### src/rtl/pio_tc_pkg.sv
package pio_tc_pkg;

   localparam int TBL_W    = 10;
   localparam int NUM_MODES = 5;
   localparam int SLOTS    = 6;

   typedef struct packed {
      logic [TBL_W-1:0] setup_ns;
      logic [TBL_W-1:0] active_ns;
      logic [TBL_W-1:0] cycle_ns;
   } mode_times_t;

   // Codes beyond the table fall back to the slowest mode.
   function automatic mode_times_t mode_lookup(input logic [2:0] code);
      mode_times_t r;
      case (code)
         3'd1:    r = '{setup_ns: 10'd50, active_ns: 10'd125, cycle_ns: 10'd383};
         3'd2:    r = '{setup_ns: 10'd30, active_ns: 10'd100, cycle_ns: 10'd240};
         3'd3:    r = '{setup_ns: 10'd30, active_ns: 10'd80,  cycle_ns: 10'd180};
         3'd4:    r = '{setup_ns: 10'd25, active_ns: 10'd70,  cycle_ns: 10'd120};
         default: r = '{setup_ns: 10'd70, active_ns: 10'd165, cycle_ns: 10'd600};
      endcase
      return r;
   endfunction

endpackage

### src/rtl/pio_tc_div.sv
module pio_tc_div #(
   parameter int NUM_W   = 19,
   parameter int DIVISOR = 1000
) (
   input  logic             clk,
   input  logic             rst_n,
   input  logic             go,
   input  logic [NUM_W-1:0] dividend,
   output logic             valid,
   output logic [NUM_W-1:0] quotient
);
   localparam int DEN_W = $clog2(DIVISOR + 1);
   localparam int CNT_W = $clog2(NUM_W + 1);
   localparam logic [DEN_W:0] DIV_V = (DEN_W+1)'(DIVISOR);

   logic [DEN_W-1:0] rem_q;
   logic [CNT_W-1:0] cnt_q;
   logic [DEN_W:0]   trial;
   logic             fits;

   always_comb begin
      trial = {rem_q, quotient[NUM_W-1]};
      fits  = (trial >= DIV_V);
   end

   always_ff @(posedge clk or negedge rst_n) begin
      if (!rst_n) begin
         rem_q    <= '0;
         cnt_q    <= '0;
         quotient <= '0;
         valid    <= 1'b0;
      end else if (go) begin
         rem_q    <= '0;
         cnt_q    <= CNT_W'(NUM_W);
         quotient <= dividend;
         valid    <= 1'b0;
      end else if (cnt_q != '0) begin
         rem_q    <= fits ? DEN_W'(trial - DIV_V) : trial[DEN_W-1:0];
         quotient <= {quotient[NUM_W-2:0], fits};
         cnt_q    <= cnt_q - 1'b1;
         valid    <= (cnt_q == CNT_W'(1));
      end else begin
         valid    <= 1'b0;
      end
   end
endmodule

### src/rtl/pio_tc_clamp.sv
module pio_tc_clamp #(
   parameter int Q_W = 19
) (
   input  logic           present,
   input  logic [Q_W-1:0] raw_setup,
   input  logic [Q_W-1:0] raw_data,
   input  logic [Q_W-1:0] raw_rec,
   output logic [2:0]     setup_cnt,
   output logic [4:0]     data_cnt,
   output logic [4:0]     rec_cnt,
   output logic [7:0]     tbyte
);
   always_comb begin
      if (!present) begin
         setup_cnt = 3'd1;
         data_cnt  = 5'd1;
         rec_cnt   = 5'd2;
      end else begin
         setup_cnt = (raw_setup < Q_W'(1)) ? 3'd1 :
                     (raw_setup > Q_W'(4)) ? 3'd4 : raw_setup[2:0];
         data_cnt  = (raw_data < Q_W'(1))  ? 5'd1 :
                     (raw_data > Q_W'(16)) ? 5'd16 : raw_data[4:0];
         rec_cnt   = (raw_rec < Q_W'(2))   ? 5'd2 :
                     (raw_rec > Q_W'(17))  ? 5'd17 : raw_rec[4:0];
      end
      tbyte = {4'(data_cnt - 5'd1), 4'(rec_cnt - 5'd2)};
   end
endmodule

### src/rtl/pio_tc_conv.sv
module pio_tc_conv #(
   parameter int NS_W     = 10,
   parameter int MHZ_W    = 8,
   parameter int NS_PER_US = 1000
) (
   input  logic             clk,
   input  logic             rst_n,
   input  logic             start,
   input  logic [MHZ_W-1:0] bus_mhz,
   input  logic [1:0]       drv_present,
   input  logic [2:0]       mode_a,
   input  logic [2:0]       mode_b,
   output logic             busy,
   output logic             done,
   output logic [2:0]       setup_a,
   output logic [2:0]       setup_b,
   output logic [4:0]       data_a,
   output logic [4:0]       data_b,
   output logic [4:0]       rec_a,
   output logic [4:0]       rec_b,
   output logic [7:0]       tbyte_a,
   output logic [7:0]       tbyte_b,
   output logic [2:0]       setup_shared
);
   import pio_tc_pkg::*;

   localparam int NUM_W = NS_W + MHZ_W + 1;
   localparam int IDX_W = $clog2(SLOTS);

   if (NS_W < TBL_W) begin : g_bad_ns
      $error("NS_W must hold the widest table time");
   end
   if (MHZ_W < 1 || MHZ_W > 12) begin : g_bad_mhz
      $error("MHZ_W out of supported range");
   end
   if (NS_PER_US < 2) begin : g_bad_div
      $error("NS_PER_US too small");
   end

   typedef enum logic {S_IDLE, S_RUN} state_t;

   state_t           state_q;
   logic [IDX_W-1:0] idx_q;
   logic             go_q;
   logic             rate_ok_q;
   logic [1:0]       pres_q;
   logic [MHZ_W-1:0] mhz_q;
   logic [NS_W-1:0]  t_q   [SLOTS];
   logic [NUM_W-1:0] raw_q [SLOTS];

   logic [NUM_W-1:0] dividend;
   logic             div_valid;
   logic [NUM_W-1:0] div_quo;
   mode_times_t      tm_a, tm_b;

   always_comb begin
      tm_a     = mode_lookup(mode_a);
      tm_b     = mode_lookup(mode_b);
      dividend = NUM_W'(t_q[idx_q]) * NUM_W'(mhz_q) + NUM_W'(NS_PER_US - 1);
   end

   always_ff @(posedge clk or negedge rst_n) begin
      if (!rst_n) begin
         state_q   <= S_IDLE;
         idx_q     <= '0;
         go_q      <= 1'b0;
         done      <= 1'b0;
         rate_ok_q <= 1'b0;
         pres_q    <= '0;
         mhz_q     <= '0;
         for (int i = 0; i < SLOTS; i++) begin
            t_q[i]   <= '0;
            raw_q[i] <= '0;
         end
      end else begin
         go_q <= 1'b0;
         done <= 1'b0;
         case (state_q)
            S_IDLE: if (start) begin
               pres_q <= drv_present;
               mhz_q  <= bus_mhz;
               t_q[0] <= NS_W'(tm_a.setup_ns);
               t_q[1] <= NS_W'(tm_a.active_ns);
               t_q[2] <= NS_W'(tm_a.cycle_ns - tm_a.setup_ns - tm_a.active_ns);
               t_q[3] <= NS_W'(tm_b.setup_ns);
               t_q[4] <= NS_W'(tm_b.active_ns);
               t_q[5] <= NS_W'(tm_b.cycle_ns - tm_b.setup_ns - tm_b.active_ns);
               idx_q  <= '0;
               if (bus_mhz == '0) begin
                  rate_ok_q <= 1'b0;
                  done      <= 1'b1;
               end else begin
                  rate_ok_q <= 1'b1;
                  go_q      <= 1'b1;
                  state_q   <= S_RUN;
               end
            end
            S_RUN: if (div_valid) begin
               raw_q[idx_q] <= div_quo;
               if (idx_q == IDX_W'(SLOTS - 1)) begin
                  done    <= 1'b1;
                  state_q <= S_IDLE;
               end else begin
                  idx_q <= idx_q + 1'b1;
                  go_q  <= 1'b1;
               end
            end
            default: state_q <= S_IDLE;
         endcase
      end
   end

   assign busy = (state_q == S_RUN);

   pio_tc_div #(.NUM_W(NUM_W), .DIVISOR(NS_PER_US)) div_i (
      .clk      (clk),
      .rst_n    (rst_n),
      .go       (go_q),
      .dividend (dividend),
      .valid    (div_valid),
      .quotient (div_quo)
   );

   logic [2:0] su_c [2];
   logic [4:0] da_c [2];
   logic [4:0] re_c [2];
   logic [7:0] tb_c [2];

   for (genvar d = 0; d < 2; d++) begin : g_drv
      pio_tc_clamp #(.Q_W(NUM_W)) clamp_i (
         .present   (pres_q[d] & rate_ok_q),
         .raw_setup (raw_q[3*d]),
         .raw_data  (raw_q[3*d+1]),
         .raw_rec   (raw_q[3*d+2]),
         .setup_cnt (su_c[d]),
         .data_cnt  (da_c[d]),
         .rec_cnt   (re_c[d]),
         .tbyte     (tb_c[d])
      );
   end

   assign setup_a      = su_c[0];
   assign setup_b      = su_c[1];
   assign data_a       = da_c[0];
   assign data_b       = da_c[1];
   assign rec_a        = re_c[0];
   assign rec_b        = re_c[1];
   assign tbyte_a      = tb_c[0];
   assign tbyte_b      = tb_c[1];
   assign setup_shared = (su_c[0] > su_c[1]) ? su_c[0] : su_c[1];
endmodule

### config.mk
export PLATFORM = sky130hd
export DESIGN_NAME = pio_tc_conv
export DESIGN_NICKNAME = d
export VERILOG_FILES = /design/src/rtl/pio_tc_pkg.sv /design/src/rtl/pio_tc_div.sv /design/src/rtl/pio_tc_clamp.sv /design/src/rtl/pio_tc_conv.sv
export SDC_FILE = /design/constraint.sdc
export NUM_CORES = 1
export LEC_CHECK = 0
export ABC_AREA = 1
export BUFFER_PORTS_ARGS = -buffer_cell sky130_fd_sc_hd__clkbuf_2
export CAP_MARGIN = 20
export CORE_MARGIN = 1.5
export CORE_UTILIZATION = 60
export CTS_CLUSTER_DIAMETER = 40
export DETAILED_ROUTE_END_ITERATION = 7
export PLACE_DENSITY = 0.75
export SYNTH_ARGS = -nofsm -noshare
export SYNTH_HDL_FRONTEND = slang
export SYNTH_SLANG_ARGS = --single-unit
### constraint.sdc
create_clock -name clk -period 9.7 [get_ports clk]
set_clock_uncertainty 0.05 [all_clocks]
set_input_delay 2.425 -clock clk [delete_from_list [all_inputs] [get_ports clk]]
set_output_delay 2.425 -clock clk [all_outputs]
set_load 0.01 [all_outputs]
== Word level (Yosys, flattened, before mapping) ==
Index checks and enable logic that the tools add are counted.

* Flip-flop bits (word level): 226
* Output and inout port bits: 47
* Input port bits: 19

* Bitwise operators: 4
* Muxes and demuxes: 52
* $lt $le $gt $ge: 16
* Multiply operators: 1
* Equality and inequality tests: 13
* $add $sub $neg: 12
* Reductions and logical operators: 7

{| class="wikitable"
|+ Operators by type and width
! operator !! number
|-
| $pmux W27 S4 || 2
|-
| $bwmux W114 || 1
|-
| $gt A19 B5 Y1 const B || 4
|-
| $lt A19 B1 Y1 const B || 4
|-
| $mux W5 || 14
|-
| $demux W19 S3 || 1
|-
| $mux W19 || 3
|-
| $mux W10 || 5
|-
| $sub A10 B10 Y10 || 4
|-
| $gt A19 B3 Y1 const B || 2
|-
| $lt A19 B2 Y1 const B || 2
|-
| $bmux W10 S3 || 1
|-
| $mux W3 || 10
|-
| $add A18 B10 Y19 const B || 1
|-
| $mul A10 B8 Y18 || 1
|-
| $eq A3 B2 Y1 const B || 4
|-
| $ge A11 B10 Y1 const B || 1
|-
| $mux W1 || 11
|-
| $sub A10 B10 Y10 const B || 1
|-
| $eq A3 B3 Y1 const B || 3
|-
| $logic_not A8 Y1 || 1
|-
| $sub A4 B1 Y4 const B || 2
|-
| $sub A4 B2 Y4 const B || 2
|-
| $eq A3 B1 Y1 const B || 2
|-
| 18 further kinds || 23
|}

== Depth between registers and ports, before layout ==
* Depth after elaboration: 7
* Depth in mapped cells: 28
* Depth with buffers taken out: 27

== Hierarchy ==
From an unflattened synthesis, not the netlist that was laid out.

* Cells, all modules: 1,814
* Area, all modules: 13,993.4 µm²

{| class="wikitable"
|+ By module, submodules not included
! module !! area an instance (µm²) !! cells each !! sequential area each (µm²) !! times used
|-
| pio_tc_conv || 10,845.4 || 1,317 || 4,329.2 || 1
|-
| pio_tc_div || 1,796.7 || 219 || 875.8 || 1
|-
| pio_tc_clamp || 675.6 || 139 || 0.0 || 2
|}

== Worst setup path after synthesis ==
No wires, ideal clock.

* Path kind: in2reg
* From: input mode_a[2]
* To: register t_q[35] (netlist bit)
* Arrival: 4.418 ns
* Data required time: 9.528 ns
* Library setup time: 0.122 ns
* Stages on the path: 15
* Setup slack: 5.110 ns
* Path buffers: 0
* Cell sequence: inv_2 > nand2_1 > nor2_2 > inv_1 > nand2_1 > inv_1 > fa_1 > inv_1 > ha_1 > a21oi_1 > nand2_1 > nand3_1 > nand2_1 > nor2_1 > o21ai_1

{| class="wikitable"
|+ RTL lines
! element !! RTL line !! RTL
|-
| start: declaration || pio_tc_conv.sv:11 || <nowiki>input logic [2:0] mode_a,</nowiki>
|-
| end: declaration || pio_tc_conv.sv:48 || <nowiki>logic [NS_W-1:0] t_q [SLOTS];</nowiki>
|}

== Final worst setup path ==
* From: register idx_q[0]
* To: register div_i.quotient[16]

* Cells in the longest elaborated chain, start to end: 7

{| class="wikitable"
|+ RTL lines
! element !! RTL line !! RTL
|-
| start: declaration || pio_tc_conv.sv:43 || <nowiki>logic [IDX_W-1:0] idx_q;</nowiki>
|-
| start signal: assignment || pio_tc_conv.sv:104 || <nowiki>idx_q <= idx_q + 1'b1;</nowiki>
|-
| $not A3 Y4 (implied by the code) || pio_tc_conv.sv:59 || <nowiki>dividend = NUM_W'(t_q[idx_q]) * NUM_W'(mhz_q) + NUM_W'(NS_PER_US - 1);</nowiki>
|-
| $bmux W10 S3 || pio_tc_conv.sv:59 ||
|-
| $mux W10 (implied by the code) (2 in series) || pio_tc_conv.sv:59 ||
|-
| $mul A10 B8 Y18 || pio_tc_conv.sv:59 ||
|-
| $add A18 B10 Y19 || pio_tc_conv.sv:59 ||
|-
| $mux W19 || pio_tc_div.sv:32 || <nowiki>end else if (go) begin</nowiki>
|-
| end signal: assignment || pio_tc_div.sv:35 || <nowiki>quotient <= dividend;</nowiki>
|-
| end signal: assignment || pio_tc_div.sv:39 || <nowiki>quotient <= {quotient[NUM_W-2:0], fits};</nowiki>
|-
| end: declaration || pio_tc_div.sv:10 || <nowiki>output logic [NUM_W-1:0] quotient</nowiki>
|}

Every way passes these cells. The select of a mux whose other input is x is not followed.
A chain may end at the register's enable or synchronous reset.

==> flow_summary.json <==
{
  "synth-edff-count": 0,
  "hold_slack_ns": 0.427,
  "grt_pass1_wl_um": 52100,
  "fin_nets": 1939,
  "first_iter_violations": 809,
  "ys_ff_latch": 207,
  "yosysTopAreaCellShare_pct": 38.3,
  "mappedNetlistArea_um2": 13500,
  "avgSynthCellArea_um2": 7.79,
  "setup.worst_path.class": "reg2reg",
  "grt_usage_pct": 27.3,
  "cts_root_buffer": "clkbuf_16",
  "syn_inst": 1736,
  "fmax_mhz": 178,
  "diodes": 0,
  "path_max_fanout": 23,
  "drt_wl_total_um": 31000,
  "synthDistinctLibCells": 50,
  "grt_overflow": 0,
  "synthTopCellsByCount": "nand2_1 (450), inv_1 (272), dfrtp_1 (207)",
  "drc": 8,
  "wl_met2_um": 14600,
  "finalCritPeriodShare_pct": 57.9,
  "dr_wl_met3_um": 1390,
  "die_area_um2": 23500,
  "grt_pass1_vias": 10754,
  "yosysWarningCount": 0,
  "slew_headroom_pct": 34.2,
  "fin_setup_tns_ns": 0,
  "ys.flop_type": "dfrtp_1",
  "initial_core_util_pct": 61.6,
  "area_growth_pct": 11.7,
  "clkTransAtPathRegs_ns": 0.06,
  "core_um2": 22000,
  "worstMarginPinSlew_ns": 0.987,
  "slew_viol_final": 0,
  "final_hold_viol_count": 0,
  "powerDensity_nw_per_um2": 135,
  "synth.largest_area_cell": "dfrtp_1",
  "vias": 11250,
  "via_per_inst": 5.38,
  "synth_area_leaders": "dfrtp_1 (38%), nand2_1 (12%), fa_1 (8.4%)",
  "syn_nets": 1885,
  "synthArstFlopShare_pct": 100,
  "routed.top_layer": "met4",
  "status": "finished, violations left",
  "finalInstanceArea_um2": 15100,
  "cts_buffers": 29,
  "fp.dieH_um": 153,
  "drive_gt1_share_pct": 9.55,
  "ctsLongestPathBuffers": 3,
  "ir_drop_uv": 119,
  "critPathCaptureType": "register",
  "seq_area_frac_synth_pct": 38.3,
  "hold_path_class": "reg2reg",
  "critPathRequiredTime_ns": 10.09,
  "io_buffers": 65,
  "drtPass1Iterations": 7,
  "ant_nets": 0,
  "post_cts_buffers": 0,
  "insertion_delay_ns": 0.55,
  "p_leak_nw": 8.14,
  "worstPathArrival_ns": 6.00,
  "cp-start-kind": "register",
  "grt_max_degree": 127,
  "place_area_um2": 13900,
  "clkSinkCount": 207,
  "dpl.hpwl_um": 22500,
  "hold_buffers": 0,
  "rsz0062_at_grt": "no",
  "violations": "DRC",
  "cts_max_level": 1,
  "row_count": 54,
  "wl_met1_um": 14000,
  "antenna_found_initial": 0,
  "cts_resized": 0,
  "fp.dieW_um": 153,
  "routedWlPerCell_um": 14.8,
  "ios": 66,
  "min_period_ns": 5.62,
  "drv_cap": 0,
  "gp_congestion": 0.910,
  "tritoncts": "built",
  "yosysMostFrequentCell": "nand2_1",
  "setup_viol_count_final": 0
}
-- power breakdown --
part | internal (mW) | total [mW] | switching, mW | leakage [nW]
logic | 0.0274 | 0.0855 | 0.0581 | 4.91
clock network | 0.675 | 1.10 | 0.421 | 0.494
registers | 0.864 | 0.864 | 0 | 2.74
total | 1.57 | 2.05 | 0.479 | 8.14
-- stage by stage --
step | cells | utilization, % | worst slack, ns | total power [mW]
after global placement | 2034 | 63.5 | 4.28 | 0.963
after CTS | 2087 | 68.2 | 4.13 | 2.05
final | 2092 | 68.8 | 4.08 | 2.05
after detailed placement | 2034 | 63.5 | 4.14 | 0.964
after floorplan | 1736 | - | 5.11 | 0.931
after global routing | 2092 | 68.8 | 3.67 | 2.11
-- registers in the layout, indices dropped and copies added (netlist names) --
| register | cells |
|---|---|
| busy | 1 |
| div_i.cnt_q | 5 |
| div_i.quotient | 19 |
| div_i.rem_q | 10 |
| div_i.valid | 1 |
| done | 1 |
| go_q | 1 |
| idx_q | 3 |
| mhz_q | 8 |
| pres_q | 2 |
| rate_ok_q | 1 |
| raw_q | 114 |
| t_q | 41 |
-- layer usage --
metal	track usage (%)	up-vias
li1	-	5612
met2	45.2	272
met1	37.1	5302
met3	3.32	64
met4	9.94	0
met5	0	-
-- path summary, 6_finish.rpt --
kind	from	cells after the start	slack, ns	to
max in group asynchronous	rst_n	3	6.39	div_i.quotient[5]
worst min register to register	raw_q[107]	2	0.43	raw_q[107]
worst max-delay path	idx_q[0]	22	4.08	div_i.quotient[16]
worst max register to register	idx_q[0]	22	4.08	div_i.quotient[16]
worst min-delay path	raw_q[107]	2	0.43	raw_q[107]
min in group asynchronous	rst_n	1	1.96	raw_q[96]
-- cells by family after synthesis --
kind of cell | synth area share (%)
and+or+nand+nor | 23.5
AOI/OAI and AO/OA | 11.7
xor gates and xnor gates | 0.971
adders and majority gates | 15.2
DFF | 38.3
buffers and inverters | 10.4
-- cell usage in the layout (no fill, tap or decap), types with 4 or more instances in the layout --
master and n:
a21oi_1 71, a22oi_1 13, buf_16 5, buf_4 4
bufinv_16 4, clkbuf_16 29, clkbuf_2 64, clkinv_4 4
dfrtp_1 207, fa_1 57, ha_1 73, inv_1 272
inv_2 15, inv_6 6, nand2_1 449, nand2_2 6
nand3_1 66, nand3b_1 12, nand4_1 22, nor2_1 158
nor2_2 8, nor3_1 13, o21ai_0 119, o21ai_1 53
o21bai_1 7, o221ai_1 6, o22ai_1 6, xnor2_1 6
xor2_1 9
-- final cells by class --
cell class                      count  area (um^2)
Fill cell                        1789         6860
Clock inverter                     22          277
Sequential cell                   207         5180
Clock buffer                       31          743
Inverter                          291         1090
Tap cell                          280          350
Multi-Input combinational cell   1187         6960
Timing Repair Buffer               74          502
-- critical path: stages (launching register included) --
cell	delay, ns
dfrtp_1	0.84
inv_2	0.29
nand3_2	0.19
inv_2	0.07
nand2_1	0.05
o21ai_1	0.07
nor3_2	0.42
nor2_1	0.13
fa_1	0.54
fa_1	0.52
fa_1	0.55
inv_1	0.05
fa_1	0.53
inv_1	0.04
ha_1	0.34
nand2_1	0.09
inv_1	0.06
a21oi_1	0.23
nor2_1	0.07
nor2_1	0.13
nand3_1	0.09
nand3_1	0.09
nand2_1	0.06
No activity file was read; power rests on OpenSTA's default activity.
